<file path="config.mk">
export PLATFORM = sky130hd
export DESIGN_NAME = uart_i2c_bridge
export DESIGN_NICKNAME = d
export VERILOG_FILES = /design/src/rtl/uart_i2c_bridge.sv
export SDC_FILE = /design/constraint.sdc
export NUM_CORES = 1
export LEC_CHECK = 0
export ABC_CLOCK_PERIOD_IN_PS = 1900
export CAP_MARGIN = 20
export CORE_UTILIZATION = 45
export DETAILED_ROUTE_END_ITERATION = 10
export HOLD_SLACK_MARGIN = 0.15
export PLACE_DENSITY = 0.65
export SKIP_CTS_REPAIR_TIMING = 1
export SLEW_MARGIN = 40
export SYNTH_ARGS = -nofsm -noshare
export SYNTH_HDL_FRONTEND = slang
export SYNTH_SLANG_ARGS = --single-unit
</file>
<file path="constraint.sdc">
create_clock -name clk -period 1.9 [get_ports clk]
set_clock_uncertainty 0.1 [all_clocks]
set_input_delay 0.57 -clock clk [delete_from_list [all_inputs] [get_ports clk]]
set_output_delay 0.57 -clock clk [all_outputs]
set_load 0.005 [all_outputs]
</file>
<file path="src/rtl/uart_i2c_bridge.sv">
module uart_i2c_bridge #(
  parameter int         DIV      = 4,
  parameter logic [6:0] DEV_ADDR = 7'h2C
) (
  input  logic       clk,
  input  logic       rst_n,
  input  logic       rx_valid,
  input  logic [7:0] rx_data,
  output logic       rx_ready,
  output logic       tx_valid,
  output logic [7:0] tx_data,
  input  logic       tx_ready,
  output logic       scl_oe,
  output logic       sda_oe,
  input  logic       sda_in
);

  localparam int         DW       = (DIV > 1) ? $clog2(DIV) : 1;
  localparam logic [7:0] HDR_RD   = 8'h52;
  localparam logic [7:0] HDR_WR   = 8'h57;
  localparam logic [7:0] ECHO_RD  = 8'h72;
  localparam logic [7:0] ECHO_WR  = 8'h77;
  localparam logic [7:0] ERR_BYTE = 8'h21;
  localparam logic [1:0] OP_START = 2'd0;
  localparam logic [1:0] OP_STOP  = 2'd1;
  localparam logic [1:0] OP_WB    = 2'd2;
  localparam logic [1:0] OP_RB    = 2'd3;
  localparam logic [3:0] STP_RD   = 4'd5;
  localparam logic [3:0] STP_LAST = 4'd11;

  typedef enum logic [2:0] {S_IDLE, S_RA, S_WA, S_WD, S_GO, S_WAIT, S_REPLY} st_t;

  st_t         st;
  logic [3:0]  stp;
  logic [7:0]  reg_a, reg_d;
  logic        err;
  logic [1:0]  cur_op, op;
  logic [7:0]  cur_byte;
  logic        busy, op_done, ack_ok;
  logic [3:0]  bitn;
  logic [1:0]  q;
  logic [7:0]  sh;
  logic [DW-1:0] div_cnt;

  wire tick    = busy && (div_cnt == '0);
  wire go      = (st == S_GO);
  wire tx_free = !tx_valid || tx_ready;
  wire rx_fire = rx_valid && rx_ready;

  always_comb begin
    case (st)
      S_IDLE:           rx_ready = tx_free;
      S_RA, S_WA, S_WD: rx_ready = 1'b1;
      default:          rx_ready = 1'b0;
    endcase
  end

  // step list: 0..4 write transaction, 5..11 read transaction
  always_comb begin
    cur_op   = OP_WB;
    cur_byte = reg_a;
    case (stp)
      4'd0, 4'd5, 4'd8: cur_op = OP_START;
      4'd4, 4'd11:      cur_op = OP_STOP;
      4'd10:            cur_op = OP_RB;
      4'd1, 4'd6:       cur_byte = {DEV_ADDR, 1'b0};
      4'd9:             cur_byte = {DEV_ADDR, 1'b1};
      4'd3:             cur_byte = reg_d;
      default:          cur_byte = reg_a;
    endcase
  end

  always_ff @(posedge clk or negedge rst_n) begin
    if (!rst_n) begin
      st       <= S_IDLE;
      stp      <= '0;
      reg_a    <= '0;
      reg_d    <= '0;
      err      <= 1'b0;
      tx_valid <= 1'b0;
      tx_data  <= '0;
    end else begin
      if (tx_valid && tx_ready) tx_valid <= 1'b0;
      case (st)
        S_IDLE: if (rx_fire) begin
          if (rx_data == HDR_RD) begin
            tx_valid <= 1'b1;
            tx_data  <= ECHO_RD;
            st       <= S_RA;
          end else if (rx_data == HDR_WR) begin
            tx_valid <= 1'b1;
            tx_data  <= ECHO_WR;
            st       <= S_WA;
          end
        end
        S_RA: if (rx_valid) begin
          reg_a <= rx_data;
          stp   <= STP_RD;
          err   <= 1'b0;
          st    <= S_GO;
        end
        S_WA: if (rx_valid) begin
          reg_a <= rx_data;
          st    <= S_WD;
        end
        S_WD: if (rx_valid) begin
          reg_d <= rx_data;
          stp   <= '0;
          err   <= 1'b0;
          st    <= S_GO;
        end
        S_GO: st <= S_WAIT;
        S_WAIT: if (op_done) begin
          if (stp == STP_LAST) begin
            st <= S_REPLY;
          end else if (op == OP_WB && !ack_ok) begin
            err <= 1'b1;
            stp <= STP_LAST;
            st  <= S_GO;
          end else begin
            stp <= stp + 4'd1;
            st  <= S_GO;
          end
        end
        S_REPLY: if (tx_free) begin
          tx_valid <= 1'b1;
          tx_data  <= err ? ERR_BYTE : sh;
          st       <= S_IDLE;
        end
        default: st <= S_IDLE;
      endcase
    end
  end

  // bit engine: each bit is four quarters; SCL low in q0/q1, high in q2/q3
  always_ff @(posedge clk or negedge rst_n) begin
    if (!rst_n) begin
      busy    <= 1'b0;
      op_done <= 1'b0;
      ack_ok  <= 1'b0;
      op      <= OP_START;
      bitn    <= '0;
      q       <= '0;
      sh      <= '0;
      div_cnt <= '0;
      scl_oe  <= 1'b0;
      sda_oe  <= 1'b0;
    end else begin
      op_done <= 1'b0;
      if (go) begin
        busy    <= 1'b1;
        op      <= cur_op;
        bitn    <= '0;
        q       <= '0;
        div_cnt <= DW'(DIV - 1);
        scl_oe  <= 1'b1;
        if (cur_op == OP_WB) sh <= cur_byte;
      end else if (busy) begin
        if (!tick) begin
          div_cnt <= div_cnt - 1'b1;
        end else begin
          div_cnt <= DW'(DIV - 1);
          if (q == 2'd2) begin
            if (bitn == 4'd8) ack_ok <= !sda_in;
            else if (op == OP_RB) sh <= {sh[6:0], sda_in};
          end
          if (q == 2'd3) begin
            if (op == OP_START || op == OP_STOP || bitn == 4'd8) begin
              busy    <= 1'b0;
              op_done <= 1'b1;
            end else begin
              bitn   <= bitn + 4'd1;
              q      <= 2'd0;
              scl_oe <= 1'b1;
              if (op == OP_WB) sh <= {sh[6:0], 1'b0};
            end
          end else begin
            q <= q + 2'd1;
            case (q)
              2'd0: begin
                case (op)
                  OP_START: sda_oe <= 1'b0;
                  OP_STOP:  sda_oe <= 1'b1;
                  OP_WB:    sda_oe <= (bitn != 4'd8) && !sh[7];
                  default:  sda_oe <= 1'b0;
                endcase
              end
              2'd1: scl_oe <= 1'b0;
              default: begin
                if (op == OP_START)     sda_oe <= 1'b1;
                else if (op == OP_STOP) sda_oe <= 1'b0;
              end
            endcase
          end
        end
      end
    end
  end

  AST_RD_ECHO: assert property (@(posedge clk) disable iff (!rst_n)
    (st == S_IDLE && rx_fire && rx_data == HDR_RD) |=> (tx_valid && tx_data == ECHO_RD))
    else $error("read echo missing");
  AST_WR_ECHO: assert property (@(posedge clk) disable iff (!rst_n)
    (st == S_IDLE && rx_fire && rx_data == HDR_WR) |=> (tx_valid && tx_data == ECHO_WR))
    else $error("write echo missing");
  AST_ABORT_TO_STOP: assert property (@(posedge clk) disable iff (!rst_n)
    (st == S_WAIT && op_done && op == OP_WB && !ack_ok) |=> (stp == STP_LAST && err))
    else $error("nack did not abort");
  AST_SDA_HELD_SCL_HIGH: assert property (@(posedge clk) disable iff (!rst_n)
    (!scl_oe && !$past(scl_oe) && sda_oe != $past(sda_oe)) |-> (op == OP_START || op == OP_STOP))
    else $error("sda moved while scl high");
  AST_TX_HOLD: assert property (@(posedge clk) disable iff (!rst_n)
    (tx_valid && !tx_ready) |=> (tx_valid && $stable(tx_data)))
    else $error("tx byte dropped or changed");
  AST_BUS_FREE_PARSE: assert property (@(posedge clk) disable iff (!rst_n)
    rx_ready |-> (!scl_oe && !sda_oe))
    else $error("bus held while parsing");
  AST_NO_GO_BUSY: assert property (@(posedge clk) disable iff (!rst_n)
    go |-> !busy)
    else $error("op launched while busy");

endmodule

</file>
# Word-level counts from Yosys, hierarchy flattened
# Index checks and enable logic that the tools add are counted.
# totals
word_cells	184
register_bits	56
# op_classes
reduce_logical	43
muxes	78
add_sub_neg	4
bitwise	3
n_eq_ne	39
# op_table
op	count
two-way mux 8 bit	15
two-way mux 4 bit	10
two-way mux 1 bit	27
case mux 8 bit (3 select lines)	1
two-way mux 3 bit	7
equality test 4 bit (second input constant)	5
two-way mux 2 bit	9
inequality test 2 bit (second input constant)	9
case mux 3 bit (6 select lines)	1
equality test 8 x 7 -> 1 bit (second input constant)	2
case mux 8 bit (2 select lines)	1
AND reduction 5 bit	3
equality test 4 x 3 -> 1 bit (second input constant)	3
case mux 4 bit (3 select lines)	1
AND reduction 4 bit	3
AND reduction 6 bit	2
equality test 2 bit (second input constant)	5
case mux 1 bit (2 select lines)	5
nonzero test 2 bit	5
equality test 3 bit (second input constant)	3
nonzero test 3 bit	3
adder 4 x 1 -> 4 bit (second input constant)	2
OR reduction 2 bit	4
equality test 3 x 2 -> 1 bit (second input constant)	2
20 further kinds	39

# Logic depth before layout (Yosys ltp)
# depth
word_depth	10
depth_mapped	8

# Worst setup path after synthesis
# No wires, ideal clock.
# synth_timing
path_kind	input -> register
from	input port rx_data[5]
to	register tx_data[0]
required_time_ns	1.675
stages	5
path_slack_ns	-0.131
setup_time_ns	0.125
t_arrival_ns	1.807
n_path_buf	0
cell_sequence	and4bb_2 -> and3_1 -> a21oi_1 -> nor3_4 -> mux2_2
# synth_via
elab_chain_len	4
word_cells_on_any_way	7
classes_between	eq/ne (3); mux (3); reduce/logical (1)
# synth_lines
item	line	source
start, declared	8	input logic [7:0] rx_data,
equality test 8 x 7 -> 1 bit	86	if (rx_data == HDR_RD) begin
two-way mux 8 bit	86	
two-way mux 8 bit	85	S_IDLE: if (rx_fire) begin
case mux 8 bit (2 select lines)	84	case (st)
end signal, assigned	127	tx_data <= err ? ERR_BYTE : sh;
end, declared	11	output logic [7:0] tx_data,
# Parallel ways exist; a longest one is shown, timed or not. The select of a mux whose other input is x is not followed.
# A chain may end at the register's enable or synchronous reset.

# Worst setup path after layout
# layout_timing
from	register op[0]
to	register sh[1]
# layout_via
elab_chain_len	10
word_cells_on_any_way	15
classes_between	eq/ne (3); mux (9); reduce/logical (3)
# layout_lines
item	line	source
start, declared	37	logic [1:0] cur_op, op;
start signal, assigned	152	op <= cur_op;
equality test 2 bit	165	else if (op == OP_RB) sh <= {sh[6:0], sda_in};
two-way mux 8 bit	165	
two-way mux 8 bit	164	if (bitn == 4'd8) ack_ok <= !sda_in;
two-way mux 8 bit	163	if (q == 2'd2) begin
two-way mux 8 bit	175	if (op == OP_WB) sh <= {sh[6:0], 1'b0};
two-way mux 8 bit	168	if (op == OP_START || op == OP_STOP || bitn == 4'd8) begin
two-way mux 8 bit *	167	if (q == 2'd3) begin
two-way mux 8 bit *	159	if (!tick) begin
two-way mux 8 bit *	158	end else if (busy) begin
two-way mux 8 bit *	150	if (go) begin
end signal, assigned	157	if (cur_op == OP_WB) sh <= cur_byte;
end signal, assigned	165	
end signal, assigned	175	
end, declared	42	logic [7:0] sh;
# Mark *: on every way between the ends. The rest lies on a longest branch, timed or not. The select of a mux whose other input is x is not followed.

==> metrics.yaml <==
setup_path:
  ff2ff_path_depth: 8
  start_kind: "flip-flop"
  reg2reg_from: "op[0]"
  crit_path_end_kind: "flip-flop"
  reg2reg_to: "sh[1]"
  crit_arrival_ns: 2.03
  critPathLaunch: "op[0]"
  critPathMaxFanout: 7
  path_class: "reg2reg"
  r2r_slack_ns: -0.03
  crit_required_ns: 2.01
power:
  p_sw_frac: 0.3843
  share_comb_of_total_power: 0.570
  p_clk_frac: 0.106
  power_frac_seq: 0.324
  power.leakage_uw: 0.001987
  cellInternalPower_uw: 4014
  power_uw: 6520
  p_per_area_mw_per_mm2: 1503
  switchingPower_uw: 2505
  vdd_drop_max_uv: 765.6
outcome:
  outcome: "finished, violations left"
  violations: "setup timing"
synth:
  muxShareOfSynthArea: 0.1086
  syn_area_mm2: 0.003146
  synth_fp_nets: 334
  seq_area_frac_synth: 0.4455
  syn_avg_cell_area_um2: 10.28
  synth-xor-area-share: 0.01392
  ys_types: 55
  syn_inst: 306
  synth_compound_area_frac: 0.1607
  yosysWarnings: 0
  synth_adder_area_share: 0.05967
  synth-simple-area-share: 0.1687
  synth-seq-cells: 56
  synth_top_family_by_area: "simple AND/OR/NAND/NOR gates"
grt:
  grt_pass1_vias: 2511
  antenna_found_initial: 0
  grt_max_degree: 57
  gr-total-overflow: 0
  grt.total_usage: 0.2041
  grt_pass1_wl_mm: 11.85
clocking:
  clock-root-buffer: "clkbuf_8"
  cts_made_buffers: 5
  clkTransAtPathRegs_ns: 0.11
  cts_tree: "done"
  clk_latency_ns: 0.31
  ctsLongestPathBuffers: 2
  htree_levels: 2
  cts_sinks: 56
place:
  port_buffers: 24
  gp_congestion: 0.8076
  place_area_mm2: 0.003913
  place_ws_ns: -0.6179
  dpl.hpwl_mm: 5.237
finish:
  final_area_mm2: 0.004338
  drive_gt1_frac: 0.3835
  nets: 426
  num_antenna_cells: 0
  mostFrequentLayoutCells: "buf_4 (62), dfrtp_1 (53), nand2_1 (24), nor2_1 (24), mux2_2 (20)"
  syn2layout_area_growth_pct: 37.91
  final_common_cell: "buf_4"
route:
  drtIter0Drc: 132
  wl_per_cell_um: 15.56
  drt_wl_total_mm: 7.454
  drc: 0
  ant_nets: 0
  via_per_inst: 5.430
  via_count: 2601
  drtPass1Iterations: 4
floorplanning:
  die_w_um: 85.61
  core_area_mm2: 0.006756
  rows: 30
  dieArea_mm2: 0.007328
  die_y_um: 85.61
  io_pins: 25
  start_util: 0.4656
timing:
  finalCriticalPeriod_ns: 1.928
  finalHoldViolCount: 0
  holdWs_ns: 0.1438
  rsz0062_at_grt: "yes"
  fin_crit_sh: 1.015
  drv_slew: 0
  worst_pin_slew_ns: 0.3665
  fmax_mhz: 518.7
  setup-tns-final_ns: -0.08855
  fin_ws_ns: -0.02786
  max_slew_margin: 0.7557
  finalSetupViolations: 5
run:
  drv_cap: 0
min_path:
  hold_class: "in2async"
## worst max-delay path: stages (launching register included)
cell and delay [ns]:
dfrtp_1 0.44, inv_1 0.09, buf_4 0.11, ha_2 0.20
nand2_1 0.10, nor3_4 0.29, o21ai_4 0.15, a2bb2oi_2 0.16
o22a_1 0.19
## flip-flops by register name, indices dropped and copies added, names as in the netlist, 2 cells and up
register,cells
bitn,4
div_cnt,2
op,2
q,2
reg_a,8
reg_d,8
sh,8
st,3
stp,4
tx_data,8
## cells by family (layout without fill, tap and decap cells)
group,Yosys count,in the layout
multiplexers,31,31
XOR/XNOR,5,5
buffers and inverters,30,122
adder cells (fa/ha/maj),15,15
AND/OR/NAND/NOR,97,98
AO/OA/AOI/OAI,72,72
flip-flops,56,56
## area by class of cell
class | count | area (µm²)
inverters | 20 | 75.07
well taps | 80 | 100.1
clock inverters | 3 | 27.53
repair buffers | 94 | 848.3
multi-input cells | 221 | 1813
fillers | 559 | 2419
flip-flops and latches | 56 | 1405
clock buffers | 5 | 68.82
## stage by stage
step                cells    util
floorplan             306       -
CTS                   464  0.5933
global route          479  0.6420
finish                479  0.6420
detailed placement    456  0.5791
global placement      456  0.5791
## cell usage after synthesis (all sizes together)
cell type | instances | area [µm²]
or2 | 1 | 6.260
o41ai | 1 | 8.760
a21boi | 1 | 7.510
o21ai | 17 | 85.08
nor3b | 2 | 25.02
a2bb2oi | 8 | 76.32
or3b | 1 | 8.760
a21oi | 16 | 80.08
dfrtp | 56 | 1401
o32a | 1 | 10.01
nand2b | 2 | 12.51
o31a | 1 | 8.760
and3 | 4 | 30.03
o21a | 1 | 7.510
nand3b | 5 | 37.54
xor2 | 3 | 26.28
a211oi | 4 | 40.03
clkbuf | 3 | 12.51
and4bb | 1 | 12.51
a41oi | 1 | 16.27
a21o | 2 | 15.01
and2 | 2 | 12.51
nor2 | 27 | 111.4
o22ai | 1 | 6.260
mux2i | 6 | 60.06
buf | 7 | 47.54
or3 | 1 | 6.260
and3b | 3 | 26.28
ha | 15 | 187.7
a311o | 1 | 10.01
nand4 | 1 | 6.260
nand2 | 25 | 93.84
a311oi | 1 | 8.760
nand3 | 7 | 35.03
xnor2 | 2 | 17.52
a2111oi | 1 | 8.760
nor2b | 7 | 51.30
mux2 | 25 | 281.5
a31oi | 6 | 37.54
nor3 | 7 | 46.30
o31ai | 1 | 7.510
o22a | 8 | 71.32
and4 | 1 | 8.760
inv | 20 | 75.07
## routing by layer
metal / GRT usage / vias to the layer above / wire length [µm]
met5: 0 / - / 0
met1: 0.2793 / 1278 / 3431
li1: - / 1272 / -
met4: 0.05152 / 0 / 65
met3: 0.02310 / 6 / 185
met2: 0.3469 / 45 / 3772
## power by group through the flow
stage               registers, µW  logic (µW)  clock network (µW)
finish                       2110        3720                 694
global route                 2170        4040                 764
CTS                          2060        3230                 719
detailed placement           2090        3210                   0
global placement             2070        3160                   0
floorplan                    1940        1990                   0
## how the worst max path moves through the flow
| stage | endpoint | depth (start not counted) |
|---|---|---|
| floorplan | tx_data[0] | 5 |
| global placement | tx_data[6] | 7 |
| detailed placement | tx_data[6] | 7 |
| CTS | rx_ready | 4 |
| global route | sh[1] | 8 |
| finish | sh[1] | 8 |
No activity file was read; power rests on OpenSTA's default activity.
